[config.mk]
export PLATFORM = sky130hd
export DESIGN_NAME = dsp_xfer_unit
export DESIGN_NICKNAME = d
export VERILOG_FILES = /design/src/rtl/dsp_xfer_pkg.sv /design/src/rtl/xfer_decode.sv /design/src/rtl/xfer_agu.sv /design/src/rtl/xfer_ptrfile.sv /design/src/rtl/xfer_datafile.sv /design/src/rtl/dsp_xfer_unit.sv
export SDC_FILE = /design/constraint.sdc
export NUM_CORES = 1
export LEC_CHECK = 0
export ABC_AREA = 1
export ABC_CLOCK_PERIOD_IN_PS = 6750
export BUFFER_PORTS_ARGS = -buffer_cell sky130_fd_sc_hd__buf_2
export CAP_MARGIN = 20
export CORE_MARGIN = 3
export CORE_UTILIZATION = 30
export DETAILED_ROUTE_END_ITERATION = 8
export GPL_TIMING_DRIVEN = 0
export HOLD_SLACK_MARGIN = 0.02
export MAX_ROUTING_LAYER = met4
export PLACE_DENSITY = 0.52
export RECOVER_POWER = 100
export SLEW_MARGIN = 20
export SYNTH_ARGS = -nofsm -noshare
export SYNTH_HDL_FRONTEND = slang
export SYNTH_SLANG_ARGS = --single-unit
[constraint.sdc]
create_clock -name clk -period 6.75 [get_ports clk]
set_clock_uncertainty 0.2 [all_clocks]
set_input_delay 1.0125 -clock clk [delete_from_list [all_inputs] [get_ports clk]]
set_output_delay 1.0125 -clock clk [all_outputs]
set_load 0.1 [all_outputs]
[src/rtl/dsp_xfer_pkg.sv]
package dsp_xfer_pkg;

  // Opcode carried in instr[15:10] by every transfer instruction.
  localparam logic [5:0] XFER_OPC  = 6'b111101;
  // Pointer select field width; the pointer count follows from it.
  localparam int         PTR_SEL_W = 2;
  localparam int         NUM_PTR   = 1 << PTR_SEL_W;

  typedef enum logic [1:0] {
    AM_PREDEC  = 2'b00,
    AM_PLAIN   = 2'b01,
    AM_POSTINC = 2'b10,
    AM_POSTIDX = 2'b11
  } amode_e;

  typedef struct packed {
    logic                 hit;      // opcode matched with valid
    logic                 legal;    // hit and operand code exists
    logic [PTR_SEL_W-1:0] psel;
    logic [3:0]           dsel;
    logic                 guard;    // operand is a guard register
    amode_e               mode;
    logic                 is_long;
    logic                 is_store;
  } xfer_dec_t;

endpackage

[src/rtl/xfer_decode.sv]
module xfer_decode
  import dsp_xfer_pkg::*;
#(
  parameter int NUM_DREG  = 8,
  parameter int NUM_GUARD = 2
) (
  input  logic      valid,
  input  logic [15:0] instr,
  output xfer_dec_t dec
);

  localparam int OPND_LIM = NUM_DREG + NUM_GUARD;

  logic [31:0] code;
  assign code = {28'd0, instr[7:4]};

  always_comb begin
    dec.hit      = valid && (instr[15:10] == XFER_OPC);
    dec.psel     = instr[8 +: PTR_SEL_W];
    dec.dsel     = instr[7:4];
    dec.mode     = amode_e'(instr[3:2]);
    dec.is_long  = instr[1];
    dec.is_store = instr[0];
    dec.guard    = (code >= 32'(NUM_DREG)) && (code < 32'(OPND_LIM));
    dec.legal    = dec.hit && (code < 32'(OPND_LIM));
  end

endmodule

[src/rtl/xfer_agu.sv]
module xfer_agu
  import dsp_xfer_pkg::*;
#(
  parameter int ADDR_W = 32
) (
  input  amode_e            mode,
  input  logic              is_long,
  input  logic [ADDR_W-1:0] ptr,
  input  logic [ADDR_W-1:0] idx,
  output logic [ADDR_W-1:0] addr,
  output logic [ADDR_W-1:0] ptr_nxt,
  output logic              ptr_upd
);

  localparam logic [ADDR_W-1:0] STEP_WORD = ADDR_W'(2);
  localparam logic [ADDR_W-1:0] STEP_LONG = ADDR_W'(4);

  logic [ADDR_W-1:0] step;
  logic [ADDR_W-1:0] dec_ptr;

  assign step    = is_long ? STEP_LONG : STEP_WORD;
  assign dec_ptr = ptr - step;

  always_comb begin
    addr    = ptr;
    ptr_nxt = ptr;
    ptr_upd = 1'b1;
    unique case (mode)
      AM_PREDEC: begin
        addr    = dec_ptr;
        ptr_nxt = dec_ptr;
      end
      AM_PLAIN:   ptr_upd = 1'b0;
      AM_POSTINC: ptr_nxt = ptr + step;
      AM_POSTIDX: ptr_nxt = ptr + idx;
      default:    ptr_upd = 1'b0;
    endcase
  end

endmodule

[src/rtl/xfer_ptrfile.sv]
module xfer_ptrfile
  import dsp_xfer_pkg::*;
#(
  parameter int ADDR_W = 32
) (
  input  logic                 clk,
  input  logic                 rst,
  input  logic [PTR_SEL_W-1:0] rsel,
  output logic [ADDR_W-1:0]    ptr_rd,
  output logic [ADDR_W-1:0]    idx_rd,
  input  logic                 upd_we,
  input  logic [PTR_SEL_W-1:0] upd_sel,
  input  logic [ADDR_W-1:0]    upd_val,
  input  logic                 ld_we,
  input  logic [PTR_SEL_W:0]   ld_sel,
  input  logic [ADDR_W-1:0]    ld_val
);

  logic [ADDR_W-1:0] ptr_q [NUM_PTR];
  logic [ADDR_W-1:0] idx_q [NUM_PTR];

  for (genvar g = 0; g < NUM_PTR; g++) begin : g_pair
    localparam logic [PTR_SEL_W-1:0] ID = PTR_SEL_W'(g);

    // Instruction writeback has priority over the side load.
    always_ff @(posedge clk) begin
      if (rst) begin
        ptr_q[g] <= '0;
      end else if (upd_we && (upd_sel == ID)) begin
        ptr_q[g] <= upd_val;
      end else if (ld_we && (ld_sel == {1'b0, ID})) begin
        ptr_q[g] <= ld_val;
      end
    end

    always_ff @(posedge clk) begin
      if (rst) begin
        idx_q[g] <= '0;
      end else if (ld_we && (ld_sel == {1'b1, ID})) begin
        idx_q[g] <= ld_val;
      end
    end
  end

  assign ptr_rd = ptr_q[rsel];
  assign idx_rd = idx_q[rsel];

endmodule

[src/rtl/xfer_datafile.sv]
module xfer_datafile #(
  parameter int DATA_W    = 32,
  parameter int NUM_DREG  = 8,
  parameter int NUM_GUARD = 2,
  parameter int GUARD_W   = 8
) (
  input  logic              clk,
  input  logic              rst,
  input  logic [3:0]        rsel,
  output logic [DATA_W-1:0] rd_val,  // guard values come out sign-extended
  input  logic              we,
  input  logic [3:0]        wsel,
  input  logic [DATA_W-1:0] wr_val   // guard writes keep the low bits only
);

  localparam int EXT_W = DATA_W - GUARD_W;

  logic [DATA_W-1:0]  dreg_q [NUM_DREG];
  logic [GUARD_W-1:0] greg_q [NUM_GUARD];

  for (genvar i = 0; i < NUM_DREG; i++) begin : g_dreg
    always_ff @(posedge clk) begin
      if (rst) begin
        dreg_q[i] <= '0;
      end else if (we && (wsel == 4'(i))) begin
        dreg_q[i] <= wr_val;
      end
    end
  end

  for (genvar j = 0; j < NUM_GUARD; j++) begin : g_greg
    always_ff @(posedge clk) begin
      if (rst) begin
        greg_q[j] <= '0;
      end else if (we && (wsel == 4'(NUM_DREG + j))) begin
        greg_q[j] <= wr_val[GUARD_W-1:0];
      end
    end
  end

  always_comb begin
    rd_val = '0;
    for (int i = 0; i < NUM_DREG; i++) begin
      if (rsel == 4'(i)) rd_val = dreg_q[i];
    end
    for (int j = 0; j < NUM_GUARD; j++) begin
      if (rsel == 4'(NUM_DREG + j)) begin
        rd_val = {{EXT_W{greg_q[j][GUARD_W-1]}}, greg_q[j]};
      end
    end
  end

endmodule

[src/rtl/dsp_xfer_unit.sv]
module dsp_xfer_unit
  import dsp_xfer_pkg::*;
#(
  parameter int ADDR_W    = 32,
  parameter int DATA_W    = 32,
  parameter int NUM_DREG  = 8,
  parameter int NUM_GUARD = 2,
  parameter int GUARD_W   = 8
) (
  input  logic                 clk,
  input  logic                 rst,
  input  logic                 instr_valid,
  input  logic [15:0]          instr,
  input  logic                 ld_we,
  input  logic [PTR_SEL_W:0]   ld_sel,
  input  logic [ADDR_W-1:0]    ld_val,
  output logic [ADDR_W-1:0]    mem_addr,
  output logic                 mem_re,
  output logic                 mem_we,
  output logic                 mem_long,
  output logic [DATA_W-1:0]    mem_wdata,
  input  logic [DATA_W-1:0]    mem_rdata,
  output logic                 illegal
);

  localparam int HALF_W = DATA_W / 2;

  xfer_dec_t         dec;
  logic [ADDR_W-1:0] ptr_rd, idx_rd;
  logic [ADDR_W-1:0] agu_addr, agu_nxt;
  logic              agu_upd;
  logic [DATA_W-1:0] opnd_rd;
  logic [DATA_W-1:0] st_data;
  logic [DATA_W-1:0] ld_data;
  logic              go;
  logic              illegal_q;

  xfer_decode #(
    .NUM_DREG (NUM_DREG),
    .NUM_GUARD(NUM_GUARD)
  ) u_dec (
    .valid(instr_valid),
    .instr(instr),
    .dec  (dec)
  );

  assign go = dec.legal;

  xfer_ptrfile #(
    .ADDR_W(ADDR_W)
  ) u_ptr (
    .clk    (clk),
    .rst    (rst),
    .rsel   (dec.psel),
    .ptr_rd (ptr_rd),
    .idx_rd (idx_rd),
    .upd_we (go && agu_upd),
    .upd_sel(dec.psel),
    .upd_val(agu_nxt),
    .ld_we  (ld_we),
    .ld_sel (ld_sel),
    .ld_val (ld_val)
  );

  xfer_agu #(
    .ADDR_W(ADDR_W)
  ) u_agu (
    .mode   (dec.mode),
    .is_long(dec.is_long),
    .ptr    (ptr_rd),
    .idx    (idx_rd),
    .addr   (agu_addr),
    .ptr_nxt(agu_nxt),
    .ptr_upd(agu_upd)
  );

  // Store lane formatting: guard values are already sign-extended.
  always_comb begin
    if (dec.guard || dec.is_long) begin
      st_data = opnd_rd;
    end else begin
      st_data = {{HALF_W{1'b0}}, opnd_rd[DATA_W-1:HALF_W]};
    end
  end

  // Load formatting: words go to the upper half, guards take raw low bits.
  always_comb begin
    if (dec.guard || dec.is_long) begin
      ld_data = mem_rdata;
    end else begin
      ld_data = {mem_rdata[HALF_W-1:0], {HALF_W{1'b0}}};
    end
  end

  xfer_datafile #(
    .DATA_W   (DATA_W),
    .NUM_DREG (NUM_DREG),
    .NUM_GUARD(NUM_GUARD),
    .GUARD_W  (GUARD_W)
  ) u_data (
    .clk   (clk),
    .rst   (rst),
    .rsel  (dec.dsel),
    .rd_val(opnd_rd),
    .we    (go && !dec.is_store),
    .wsel  (dec.dsel),
    .wr_val(ld_data)
  );

  assign mem_re    = go && !dec.is_store;
  assign mem_we    = go && dec.is_store;
  assign mem_long  = go && dec.is_long;
  assign mem_addr  = go ? agu_addr : '0;
  assign mem_wdata = mem_we ? st_data : '0;

  always_ff @(posedge clk) begin
    if (rst) begin
      illegal_q <= 1'b0;
    end else begin
      illegal_q <= dec.hit && !dec.legal;
    end
  end

  assign illegal = illegal_q;

endmodule

==> results.txt <==
----------------------------------------------------
[Outcome]
  Status ... complete, but fails checks
  Violations in the final reports ... capacitance limit, slew limit

[Yosys]
  Top area cells in the synthesized netlist ... sky130_fd_sc_hd__edfxtp_1, sky130_fd_sc_hd__nand2_1, sky130_fd_sc_hd__nor2_1
  Number of synthesized register bits ... between 500 and 600
  Post-synth top area cell ... sky130_fd_sc_hd__edfxtp_1
  Syn nets ... 3467
  Synthesized area per cell ... 8.58 um2
  Sequential share of the synthesized area ... 0.553
  Number of warnings printed during yosys synthesis ... 0
  Post-synthesis instance total ... 3345
  Netlist cell types ... 38
  Main synth FF type ... sky130_fd_sc_hd__edfxtp_1
  Post-Syn Area ... approximately 29000 um2
  Area share of the leading cell type in the synthesized netlist ... 0.553
  Number of enable flip-flop cells after synthesis ... 528
  Ys async rst share ... 0

[Clocking]
  Cell at the root of the clock tree ... sky130_fd_sc_hd__clkbuf_16
  Hold-fix buffers at CTS ... 0
  Clock edge transition at the registers on the reported setup and hold paths ... about 60 ps
  CTS Buf Count ... 58
  Clk Latency, worst-skew pair ... approximately 660 ps
  Buffer levels on the longest clock path ... 3
  Clock Sinks ... 529
  CTS tree ... yes
  Maximum level of the CTS H-tree ... 2
  Post-CTS setup buffer count ... 0
  Post-CTS Resized ... 0

[Global route]
  Pin count of the biggest net entering global routing ... 33
  Global-route wire length before repair ... approximately 160000 um
  Total Routing Usage GR ... 0.220
  Number of antenna violations at the first check in global routing ... 10
  Final global-route overflow total ... 0
  Vias in the first global route ... between 20000 and 25000

[Die]
  Top-level I/O count ... 155
  Initial core utilization ... 0.305
  Area of the die ... 99400 um2
  Cell Rows ... 112
  Floorplan Core Area ... 94000 um2
  Vertical extent of the die ... 315 um
  X dimension of the die ... 315 um

[STA]
  Shortest period the worst path allows ... 6470 ps
  Setup repair after global routing missed its margin ... no
  Hold Violations, Final ... 0
  Hold_ws ... 433 ps
  Total Neg Setup Slack ... 0 ps
  Share of the cycle needed by the critical path after routing ... 0.958
  Maximum clock frequency ... 155 MHz
  Final number of setup-violating endpoints ... 0
  Worst Tran Pin Value ... 2550 ps
  Number of max-slew violations in the final report ... 253
  Headroom to the max-slew limit ... -0.717

[Finish]
  Count of fill cells added during filler insertion ... 9865
  Post-synthesis to final-layout area growth ... 14.2%
  Share of cells above drive strength 1 ... 0.0863
  Final Instance Area ... 32800 um2
  Post-layout net count ... 3694

[Pwr]
  Portion of total power attributed to sequential cells ... 0.488
  Power density normalized to cell area ... 240 nW/um2
  Post-layout power ... 7.85 mW
  Switching Power ... about 2.1 mW
  Clock share of power ... 0.395
  Power share of the combinational group ... 0.118
  Sw Ratio ... 0.273
  Leak pwr ... 13.6 nW
  Internal power ... 5.71 mW
  Peak VDD IR ... 0.174 mV

[Routing]
  Met1 Routed Length ... 45800 um
  Length of routed met3 wiring ... ~7000 um
  Number of DRC markers after the initial detailed-route iteration ... 2766
  Post-route ant nets ... 0
  Total wire length after detailed routing ... about 110000 um
  Routed met2 length ... 50600 um
  Number of vias in the routed layout ... 24774
  Top sig layer ... met4
  Detailed-routing iteration count for the pre-antenna-repair pass ... 5
  Via density ... 5.08
  Routed wire length per instance ... 22.2 um
  DR DRC count ... 0

[Placed design]
  Placed standard-cell area ... 31600 um2
  Quantity of I/O buffers inserted on ports ... 153
  Routability-driven placement congestion ratio ... 0.986
  Hpwl dp ... slightly above 80000 um

[Setup path]
  Worst Setup Path Type ... in -> out
  Launch instance of the worst register-to-register path ... u_ptr.idx_q[3][0]$_SDFFCE_PN0P_
  CP Launch Type ... input pin
  Data arrival time of the critical path ... 5260 ps
  Data required time at the worst endpoint ... 5540 ps
  Critical path endpoint category ... output pin
  Worst setup path startpoint ... instr[8]
  Highest net fanout along the worst path ... 10

[Hold path]
  Min-delay worst type ... in -> reg
  Startpoint of the most critical hold path ... instr[11]

[Job]
  Reported max-cap violation count ... 13

----------------------------------------------------
==> final cells by class <==
| cell class | instances | area [um2] | share of cell area |
|---|---|---|---|
| Buffer | 155 | 716 | 0.0219 |
| Antenna cell | 6 | 15.0 | 0.000458 |
| Sequential cell | 529 | 15900 | 0.485 |
| Timing Repair Buffer | 167 | 762 | 0.0233 |
| Tap cell | 1254 | 1570 | 0.0479 |
| Multi-Input combinational cell | 2384 | 11000 | 0.335 |
| Clock inverter | 28 | 249 | 0.00760 |
| Inverter | 277 | 1040 | 0.0317 |
| Clock buffer | 77 | 1560 | 0.0477 |
==> flip-flops by register name, indices dropped and copies added (netlist names) <==
| signal | cells |
|---|---|
| u_data.dreg_q | 256 |
| u_ptr.idx_q | 128 |
| u_ptr.ptr_q | 128 |
| u_data.greg_q | 16 |
| illegal | 1 |
==> power groups by stage <==
| stage | Combinational [mW] | Clock [mW] | Sequential (mW) |
|---|---|---|---|
| 6_report | 0.923 | 3.10 | 3.83 |
| 4_1_cts | 0.961 | 3.13 | 3.82 |
| 5_1_grt | 0.998 | 3.27 | 3.84 |
| 2_1_floorplan | 0.550 | 0 | 3.89 |
| 3_3_place_gp | 0.917 | 0 | 3.90 |
| 3_5_place_dp | 0.958 | 0 | 3.89 |
==> worst max-delay path, cell delays in order <==
cell and delay (ps):
sky130_fd_sc_hd__clkbuf_1 100, sky130_fd_sc_hd__inv_2 170, sky130_fd_sc_hd__clkbuf_1 710, sky130_fd_sc_hd__nor2_4 220, sky130_fd_sc_hd__a22oi_1 220, sky130_fd_sc_hd__nand3_1 170, sky130_fd_sc_hd__inv_1 130, sky130_fd_sc_hd__ha_1 200
sky130_fd_sc_hd__fa_1 400, sky130_fd_sc_hd__inv_1 160, sky130_fd_sc_hd__nor2_4 220, sky130_fd_sc_hd__nand2_2 150, sky130_fd_sc_hd__nor2_2 180, sky130_fd_sc_hd__nand2_1 70, sky130_fd_sc_hd__nand2_1 70, sky130_fd_sc_hd__nand3_2 80
sky130_fd_sc_hd__a21oi_1 420, sky130_fd_sc_hd__clkbuf_2 550
==> cell usage in the layout, fill, tap and decap left out, drive strengths merged <==
cell	n
nand2	980
nor2	586
edfxtp	528
inv	275
clkbuf	263
nand3	258
a21oi	168
o21ai	145
buf	136
a22oi	61
nand4	59
ha	33
o22ai	29
clkinv	27
mux2i	16
o21bai	14
or2	9
a221oi	7
diode	6
nor3	4
and2	4
nand3b	3
o21a	2
o211ai	2
fa	2
bufinv	2
a211oi	1
nor4	1
clkinvlp	1
dfxtp	1
==> per-stage QoR <==
step                utilization  cells  setup slack (ps)
global route              0.348   4875              85.2
finish                    0.348   4877               282
floorplan                     -   3345              61.8
CTS                       0.355   4871               406
detailed placement        0.336   4766               422
global placement          0.330   4752              -666
==> logic make-up (layout without fill, tap and decap cells) <==
logic type                 count (synthesis)  in the layout  synth area share
other                                      0              6                 0
DFF                                      529            529             0.553
AOI/OAI and AO/OA                        429            429            0.0841
and+or+nand+nor                         1904           1904             0.280
adders and majority gates                 35             35            0.0158
buffers and inverters                    432            704            0.0614
muxes                                     16             16           0.00558
==> synthesized netlist by cell type, types with 9 or more instances <==
| library cell | n |
|---|---|
| sky130_fd_sc_hd__mux2i_1 | 16 |
| sky130_fd_sc_hd__nand3_1 | 228 |
| sky130_fd_sc_hd__nand4_1 | 59 |
| sky130_fd_sc_hd__o22ai_1 | 29 |
| sky130_fd_sc_hd__inv_2 | 9 |
| sky130_fd_sc_hd__edfxtp_1 | 528 |
| sky130_fd_sc_hd__a21oi_1 | 167 |
| sky130_fd_sc_hd__nand3_2 | 30 |
| sky130_fd_sc_hd__buf_6 | 13 |
| sky130_fd_sc_hd__o21ai_1 | 22 |
| sky130_fd_sc_hd__nor2_2 | 28 |
| sky130_fd_sc_hd__buf_1 | 13 |
| sky130_fd_sc_hd__nand2_2 | 11 |
| sky130_fd_sc_hd__o21bai_1 | 14 |
| sky130_fd_sc_hd__inv_1 | 264 |
| sky130_fd_sc_hd__nor2_1 | 545 |
| sky130_fd_sc_hd__a22oi_1 | 61 |
| sky130_fd_sc_hd__nor2_4 | 12 |
| sky130_fd_sc_hd__nand2_1 | 969 |
| sky130_fd_sc_hd__clkbuf_1 | 97 |
| sky130_fd_sc_hd__ha_1 | 33 |
| sky130_fd_sc_hd__o21ai_0 | 123 |
| sky130_fd_sc_hd__buf_2 | 31 |
| sky130_fd_sc_hd__or2_2 | 9 |
==> final timing paths <==
path | end | slack, ps | cells past startpoint
worst min-delay path | illegal$_SDFF_PP0_ | 430 | 4
worst max register to register | u_ptr.ptr_q[2][8]$_SDFFCE_PN0P_ | 2860 | 15
worst min register to register | u_ptr.ptr_q[2][31]$_SDFFCE_PN0P_ | 700 | 6
worst max-delay path | mem_addr[31] | 280 | 18
==> layer usage <==
| metal | vias up | global-route usage |
|---|---|---|
| met5 | - | - |
| met4 | 0 | 0.0876 |
| met3 | 227 | 0.0273 |
| met2 | 945 | 0.355 |
| met1 | 11897 | 0.282 |
| li1 | 11705 | - |
(Power assumes the default switching activity.)
